[src/rtl/tpf_pkg.sv]
package tpf_pkg;

  // A two-phase channel has an outstanding event when its two levels differ.
  function automatic logic evt_pending(input logic req, input logic ack);
    return req ^ ack;
  endfunction

  // Edges from a stage-0 firing to the last stage's request change, empty pipe.
  function automatic int unsigned fill_latency(input int unsigned stages,
                                               input int unsigned bundle);
    return stages * (bundle + 1) - 1;
  endfunction

  // Clamp the bundling delay to its legal minimum.
  function automatic int unsigned bundle_eff(input int unsigned bundle);
    return (bundle < 1) ? 1 : bundle;
  endfunction

endpackage

[src/rtl/tpf_ctrl.sv]
module tpf_ctrl
  import tpf_pkg::*;
(
  input  logic clk,
  input  logic rst_n,
  input  logic req_in,   // request level arriving from the previous stage
  input  logic ack_in,   // acknowledge level returned by the next stage
  output logic ctl,      // C-element output level
  output logic ctl_nxt,  // value ctl takes at the coming edge
  output logic fire      // ctl changes at the coming edge
);

  logic new_req;
  logic out_done;

  // A fresh request is waiting, and our previous output event was answered.
  assign new_req  = evt_pending(req_in, ctl);
  assign out_done = !evt_pending(ack_in, ctl);
  assign fire     = new_req && out_done;
  assign ctl_nxt  = ctl ^ fire;

  always_ff @(posedge clk) begin
    if (!rst_n) ctl <= 1'b0;
    else        ctl <= ctl_nxt;
  end

endmodule

[src/rtl/tpf_bundle.sv]
module tpf_bundle
  import tpf_pkg::*;
#(
  parameter int unsigned BUNDLE = 2
) (
  input  logic clk,
  input  logic rst_n,
  input  logic fire,     // stage fires at this edge
  input  logic ctl,      // control level after firing
  output logic req_out   // delayed request towards the next stage
);

  localparam int unsigned DLY = bundle_eff(BUNDLE);
  localparam int unsigned CW  = $clog2(DLY + 1);

  logic [CW-1:0] cnt;

  // The counter loads on firing; the request follows ctl on its last count.
  always_ff @(posedge clk) begin
    if (!rst_n) begin
      cnt     <= '0;
      req_out <= 1'b0;
    end else if (fire) begin
      cnt <= CW'(DLY);
    end else if (cnt != '0) begin
      cnt <= cnt - CW'(1);
      if (cnt == CW'(1)) req_out <= ctl;
    end
  end

endmodule

[src/rtl/tpf_dreg.sv]
module tpf_dreg #(
  parameter int unsigned WIDTH = 8
) (
  input  logic             clk,
  input  logic             rst_n,
  input  logic             ctl,      // present control level
  input  logic             ctl_nxt,  // control level after this edge
  input  logic [WIDTH-1:0] d,
  output logic [WIDTH-1:0] q
);

  logic edge_any;

  // Loads on a rising or a falling control change alike.
  assign edge_any = ctl ^ ctl_nxt;

  always_ff @(posedge clk) begin
    if (!rst_n)        q <= '0;
    else if (edge_any) q <= d;
  end

endmodule

[src/rtl/tpf_fifo.sv]
module tpf_fifo
  import tpf_pkg::*;
#(
  parameter int unsigned WIDTH  = 8,
  parameter int unsigned STAGES = 4,
  parameter int unsigned BUNDLE = 2
) (
  input  logic             clk,
  input  logic             rst_n,
  input  logic             up_req,
  input  logic [WIDTH-1:0] up_data,
  output logic             up_ack,
  output logic             dn_req,
  output logic [WIDTH-1:0] dn_data,
  input  logic             dn_ack
);

  localparam int unsigned LAST = STAGES - 1;
  localparam int unsigned FLAT = STAGES * WIDTH;

  // Named per-stage events, visible to the bound checker.
  logic [STAGES-1:0] st_ctl;
  logic [STAGES-1:0] st_nxt;
  logic [STAGES-1:0] st_fire;
  logic [STAGES-1:0] st_rout;
  logic [STAGES-1:0] st_rin;
  logic [STAGES-1:0] st_ain;
  logic [WIDTH-1:0]  st_q   [STAGES];
  logic [WIDTH-1:0]  st_d   [STAGES];
  logic [FLAT-1:0]   st_flat;

  for (genvar i = 0; i < STAGES; i++) begin : g_stage
    if (i == 0) begin : g_head
      assign st_rin[i] = up_req;
      assign st_d[i]   = up_data;
    end else begin : g_mid
      assign st_rin[i] = st_rout[i-1];
      assign st_d[i]   = st_q[i-1];
    end

    if (i == LAST) begin : g_tail
      assign st_ain[i] = dn_ack;
    end else begin : g_link
      assign st_ain[i] = st_ctl[i+1];
    end

    tpf_ctrl u_ctrl (
      .clk     (clk),
      .rst_n   (rst_n),
      .req_in  (st_rin[i]),
      .ack_in  (st_ain[i]),
      .ctl     (st_ctl[i]),
      .ctl_nxt (st_nxt[i]),
      .fire    (st_fire[i])
    );

    tpf_bundle #(.BUNDLE(BUNDLE)) u_bundle (
      .clk     (clk),
      .rst_n   (rst_n),
      .fire    (st_fire[i]),
      .ctl     (st_nxt[i]),
      .req_out (st_rout[i])
    );

    tpf_dreg #(.WIDTH(WIDTH)) u_dreg (
      .clk     (clk),
      .rst_n   (rst_n),
      .ctl     (st_ctl[i]),
      .ctl_nxt (st_nxt[i]),
      .d       (st_d[i]),
      .q       (st_q[i])
    );

    assign st_flat[i*WIDTH +: WIDTH] = st_q[i];
  end

  assign up_ack  = st_ctl[0];
  assign dn_req  = st_rout[LAST];
  assign dn_data = st_q[LAST];

endmodule

[config.mk]
export PLATFORM = sky130hd
export DESIGN_NAME = tpf_fifo
export DESIGN_NICKNAME = d
export VERILOG_FILES = /design/src/rtl/tpf_pkg.sv /design/src/rtl/tpf_ctrl.sv /design/src/rtl/tpf_bundle.sv /design/src/rtl/tpf_dreg.sv /design/src/rtl/tpf_fifo.sv
export SDC_FILE = /design/constraint.sdc
export NUM_CORES = 1
export LEC_CHECK = 0
export ABC_AREA = 1
export BUFFER_PORTS_ARGS = -buffer_cell sky130_fd_sc_hd__clkbuf_2
export CORE_MARGIN = 1
export CORE_UTILIZATION = 30
export CTS_BUF_LIST = sky130_fd_sc_hd__clkbuf_4 sky130_fd_sc_hd__clkbuf_8 sky130_fd_sc_hd__clkbuf_16
export DETAILED_ROUTE_END_ITERATION = 6
export PLACE_DENSITY = 0.51
export SYNTH_ARGS = -nofsm -noshare
export SYNTH_HDL_FRONTEND = slang
export SYNTH_SLANG_ARGS = --single-unit
[constraint.sdc]
create_clock -name clk -period 1.8 [get_ports clk]
set_clock_uncertainty 0.1 [all_clocks]
set_input_delay 0.09 -clock clk [delete_from_list [all_inputs] [get_ports clk]]
set_output_delay 0.09 -clock clk [all_outputs]
set_load 0.05 [all_outputs]
### After elaboration in Yosys (flattened, before gate mapping)

Cells that the tools add are included.
Widths: inputs -> output; s select.

* flip-flop bits (word level): 48
* input port bits: 12
* output and inout bits: 10
* logic and storage cells: 81

* add/subtract/negate cells: 4
* equality and inequality tests: 4
* muxes and demuxes: 8
* bitwise operators: 21
* reductions and logical operators: 24

Operators by type and width (count)
* $mux 2: 8
* $reduce_bool 2->1: 8
* $xor 1x1->1: 16
* $reduce_and 3->1: 4
* $eq 2x1->1 const B: 4
* $reduce_or 2->1: 4
* $sub 2x1->2 const B: 4
* $not 1->1: 5
* $logic_and 1x1->1: 4
* $logic_not 1->1: 4

### Depth between registers and ports, before layout

* word-level depth: 5
* mapped depth: 6
* mapped depth without buffers: 5

### By module

A second synthesis with hierarchy kept.

* cells, all modules: 332
* area total of the unflattened synthesis: 2207.1 sq um

Modules (own cells, without submodules)
* tpf_dreg: times used 4, cells each 56, area each 366.6 sq um, sequential area each 160.2 sq um
* tpf_bundle: times used 4, cells each 13, area each 107.6 sq um, sequential area each 60.1 sq um
* tpf_ctrl: times used 4, cells each 14, area each 77.6 sq um, sequential area each 20.0 sq um

### Worst setup path before layout

OpenSTA, ideal clock, no wires.

* path type: reg-to-reg
* start point: reg g_stage[0].u_ctrl.ctl
* end point: reg g_stage[0].u_bundle.cnt[1]
* setup time: 0.109 ns
* arrival: 1.209 ns
* data required time: 1.591 ns
* path slack: 0.382 ns
* cell stages (with the launch flop): 7
* path buffers: 1
* period minus slack after synthesis: 1.418 ns
* cells stage by stage: dfxtp_1 -> inv_1 -> nand3_1 -> buf_2 -> nand3_1 -> nand2_1 -> inv_1

* word-level cells in the longest chain between the ends: 4
* elaborated cells between the ends (all ways): 6
* those cells by class: mux: 1; bitwise: 2; reduce/logical: 3

Ends and longest elaborated chain
* from (decl): line tpf_ctrl.sv:8 `output logic ctl,`
* from (signal assigned): line tpf_ctrl.sv:24 `else ctl <= ctl_nxt;`
* $xor 1x1->1: line tpf_pkg.sv:5 `return req ^ ack;`
* $logic_not 1->1: line tpf_ctrl.sv:18 `assign out_done = !evt_pending(ack_in, ctl);`
* $logic_and 1x1->1 (*): line tpf_ctrl.sv:19 `assign fire = new_req && out_done;`
* $mux 2 or $reduce_bool 2->1 (tied branches)
* to (signal assigned): line tpf_bundle.sv:24 `cnt <= CW'(DLY);`
* to (signal assigned): line tpf_bundle.sv:26 `cnt <= cnt - CW'(1);`
* to (decl): line tpf_bundle.sv:16 `logic [CW-1:0] cnt;`

Every way passes the cells marked *; elsewhere a longest branch is shown, timed or not.
A chain may end at the register's enable or synchronous reset.

### Worst setup path in the final report

* start point: reg g_stage[1].u_ctrl.ctl
* end point: reg g_stage[0].u_dreg.q[0]

* word-level cells in the longest chain between the ends: 5

Ends and longest elaborated chain
* from (decl): line tpf_ctrl.sv:8
* from (signal assigned): line tpf_ctrl.sv:24
* $xor 1x1->1: line tpf_pkg.sv:5
* $logic_not 1->1: line tpf_ctrl.sv:18
* $logic_and 1x1->1: line tpf_ctrl.sv:19
* $xor 1x1->1: line tpf_ctrl.sv:20 `assign ctl_nxt = ctl ^ fire;`
* $xor 1x1->1: line tpf_dreg.sv:15 `assign edge_any = ctl ^ ctl_nxt;`
* to (signal assigned): line tpf_dreg.sv:18 `if (!rst_n) q <= '0;`
* to (signal assigned): line tpf_dreg.sv:19 `else if (edge_any) q <= d;`
* to (decl): line tpf_dreg.sv:9 `output logic [WIDTH-1:0] q`

No other way between the ends.

==> reports/results.ini <==
[critical_path]
worstPathArrival_ns = 1.48
ff2ff_setup_slack_ns = 0.43
r2r_start = g_stage[1].u_ctrl.ctl
r2r_cells = 5
crit_path_max_incr_delay_ns = 0.37
cp.required_ns = 1.91
path_cells = inv_1 > nand3_1 > nand2_1 > nand2_1 > a21oi_1
startpoint_type = register
cp_max_fo = 9
reg2reg_to = g_stage[0].u_dreg.q[0]
crit_top_cell = nand2_1
crit_family = simple AND/OR/NAND/NOR gates
worst_setup_path_end_kind = register
worstSetupPathType = reg2reg
critPathBufInv = 1
crit_slowest_cell = dfxtp_1

[clock_network]
cts_tree = yes
cts_buffers = 5
ctsRootBufferMaster = clkbuf_8
cts_buffer_depth = 2
clk_latency_ns = 0.29
cts_sinks = 48
cts.clk_slew.worst_paths_ns = 0.08
cts_setup_buffers = 0
htree_levels = 2

[power_and_ir_drop]
power_uw = 1930
power_density_nw_per_um2 = 771
ir_drop_mv = 0.525
power_leakage_uw = 0.00105

[yosys]
syn_nets = 272
synth_edf_count = 0
synth.distinct_cells = 22
syn_area_per_cell_um2 = 8.27
synth-seq-cells = 48
synth.top_cell.area_share_pct = 44.7
synthTopCellsByArea = dfxtp_1, nor2_2, nand2_1
yosys.area.top_type = dfxtp_1
synth_cells = 260
ys_warn_count = 0
yosys_most_used_dff = dfxtp_1
seq_area_frac_synth_pct = 44.7
async_reset_ff_share_pct = 0
syn_area_um2 = 2150

[routing]
wl_mm = 4.10
drt-initial-drc-count = 51
vias = 1622
ant_nets = 0
drcViolationCount = 0
viasPerCell = 4.18
wl_per_cell_um = 10.6
first_pass_iters = 4

[floorplan]
fp.dieH_um = 86.7
num_io_pins = 22
fp-row-count = 30
start_util_pct = 31.3
die_w_um = 86.7
coreArea_um2 = 6870
dieArea_um2 = 7510

[sta]
min_period_over_period_pct = 76.0
rsz0062_at_grt = false
worst_pin_slew_ns = 0.596
setup-tns-final_ns = 0
hold_viol = 0
fmax_mhz = 731
finalSetupViolCount = 0
report.final.slew_viol_count = 0
slew_headroom_pct = 60.2
timing.final.ws_setup_ns = 0.431
period_needed_ns = 1.37

[layout]
n_antenna_cell = 0
fin_cells = 388
synthToLayoutAreaGrowth_pct = 16.4
drive_above_1_share_pct = 29.5
final_nets = 303

[run_status]
run_status = finished, final reports clean

[place]
pre_cts_slack_ns = 0.446
dp.cells = 370
place.gp.congestion = 0.737
port_buffers = 21
dp_hpwl_mm = 2.82

[hold_path]
hp-class = in2reg
hold_depth = 4
hp-start = rst_n
min_to = g_stage[1].u_bundle.cnt[0]

[global_routing]
overflow = 0
antenna_found_initial = 0
grt_first_pass_wirelength_mm = 6.85
grt_max_degree = 35
grt_use_total_pct = 11.8
grt_pass1_vias = 1500

[flow_run]
cap_violations = 0

==> sequential cells by signal, indices dropped and copies added, names as in the netlist <==
| signal | flops |
|---|---|
| g_stage.u_dreg.q | 32 |
| g_stage.u_bundle.cnt | 8 |
| g_stage.u_bundle.req_out | 4 |
| g_stage.u_ctrl.ctl | 4 |
==> cell type report <==
| cell class | count | area, µm² |
|---|---|---|
| clock buffer | 8 | 97.6 |
| multi-input combinational | 187 | 1040 |
| fill | 744 | 4370 |
| sequential | 48 | 961 |
| inverter | 15 | 56.3 |
| timing repair buffer | 34 | 228 |
| tap | 96 | 120 |
==> worst register-to-register path, cell delays in order (launching register included) <==
cell and delay, ns:
dfxtp_1 0.37, inv_1 0.20, nand3_1 0.13, nand2_1 0.26, nand2_1 0.08, a21oi_1 0.15
==> power by group <==
part / switching [µW] / internal [µW] / total, µW
logic: 81.4 / 59.8 / 141
clock network: 341 / 344 / 685
registers: 18.4 / 1090 / 1100
==> layer usage <==
layer | vias up | track usage (%) | share of wire [%]
li1 | 895 | - | -
met1 | 702 | 15.5 | 54
met2 | 23 | 18.8 | 43
met3 | 2 | 2.86 | 2.2
met4 | 0 | 4.09 | 0.59
met5 | - | 0 | 0
==> Yosys cell counts, types with 2 or more instances <==
| cell type | count |
|---|---|
| nand3_2 | 3 |
| inv_2 | 2 |
| nor2_2 | 38 |
| a21oi_1 | 16 |
| nand2_1 | 56 |
| clkbuf_1 | 3 |
| inv_1 | 13 |
| nor2_1 | 18 |
| buf_12 | 2 |
| buf_2 | 3 |
| nand3_1 | 20 |
| nand3b_1 | 24 |
| dfxtp_1 | 48 |
| nand3_4 | 3 |
| and2_4 | 3 |
| a21oi_2 | 2 |
==> cell families (layout without fill, tap and decap cells) <==
family,Yosys count,count (layout),share of synthesized area (%)
AOI/OAI and AO/OA,20,20,5.53
buffers and inverters,25,57,6.92
DFF,48,48,44.7
and+or+nand+nor,167,167,42.9
==> worst max path at each step <==
stage | start | endpoint | slack (ns) | depth (start not counted)
final | g_stage[1].u_ctrl.ctl | g_stage[0].u_dreg.q[0] | 0.43 | 5
after floorplan | g_stage[0].u_ctrl.ctl | g_stage[0].u_bundle.cnt[1] | 0.38 | 6
after global routing | g_stage[1].u_ctrl.ctl | g_stage[0].u_dreg.q[0] | 0.24 | 5
after CTS | g_stage[3].u_ctrl.ctl | g_stage[2].u_bundle.cnt[0] | 0.43 | 5
after global placement | g_stage[1].u_ctrl.ctl | g_stage[0].u_dreg.q[1] | 0.45 | 5
after detailed placement | g_stage[3].u_ctrl.ctl | g_stage[2].u_bundle.cnt[1] | 0.45 | 4
==> placed cells by master, fill, tap and decap left out <==
| cell | synthesis | final |
|---|---|---|
| clkbuf_8 | 0 | 6 |
| nand2_1 | 56 | 56 |
| dfxtp_1 | 48 | 48 |
| nand3_4 | 3 | 3 |
| nand3b_1 | 24 | 24 |
| buf_4 | 0 | 3 |
| o21ai_0 | 1 | 1 |
| nor2_2 | 38 | 38 |
| nor2_1 | 18 | 18 |
| a21oi_1 | 16 | 16 |
| inv_2 | 2 | 2 |
| clkbuf_4 | 0 | 2 |
| a21oi_2 | 2 | 2 |
| nand3_1 | 20 | 20 |
| and2_4 | 3 | 3 |
| nand2_4 | 1 | 1 |
| clkbuf_2 | 0 | 21 |
| inv_1 | 13 | 13 |
| nand2_2 | 1 | 1 |
| nand3_2 | 3 | 3 |
| dlygate4sd3_1 | 0 | 10 |
| a21oi_4 | 1 | 1 |
==> metrics by stage <==
step | util, % | instance area (µm²) | hold slack (ns)
6_report | 36.4 | 2500 | 0.206
3_5_place_dp | 33.6 | 2310 | 0.229
3_3_place_gp | 33.6 | 2310 | 0.225
4_1_cts | 36.4 | 2500 | 0.199
5_1_grt | 36.4 | 2500 | 0.223
2_1_floorplan | - | 2150 | 0.135
==> repair_timing <==
action | 4_1_cts | 5_1_grt
hold buffers | 10 | 0
hold endpoints to repair | 10 | 0
gates resized for setup | 0 | 0
Power figures use the tool's default switching activity.
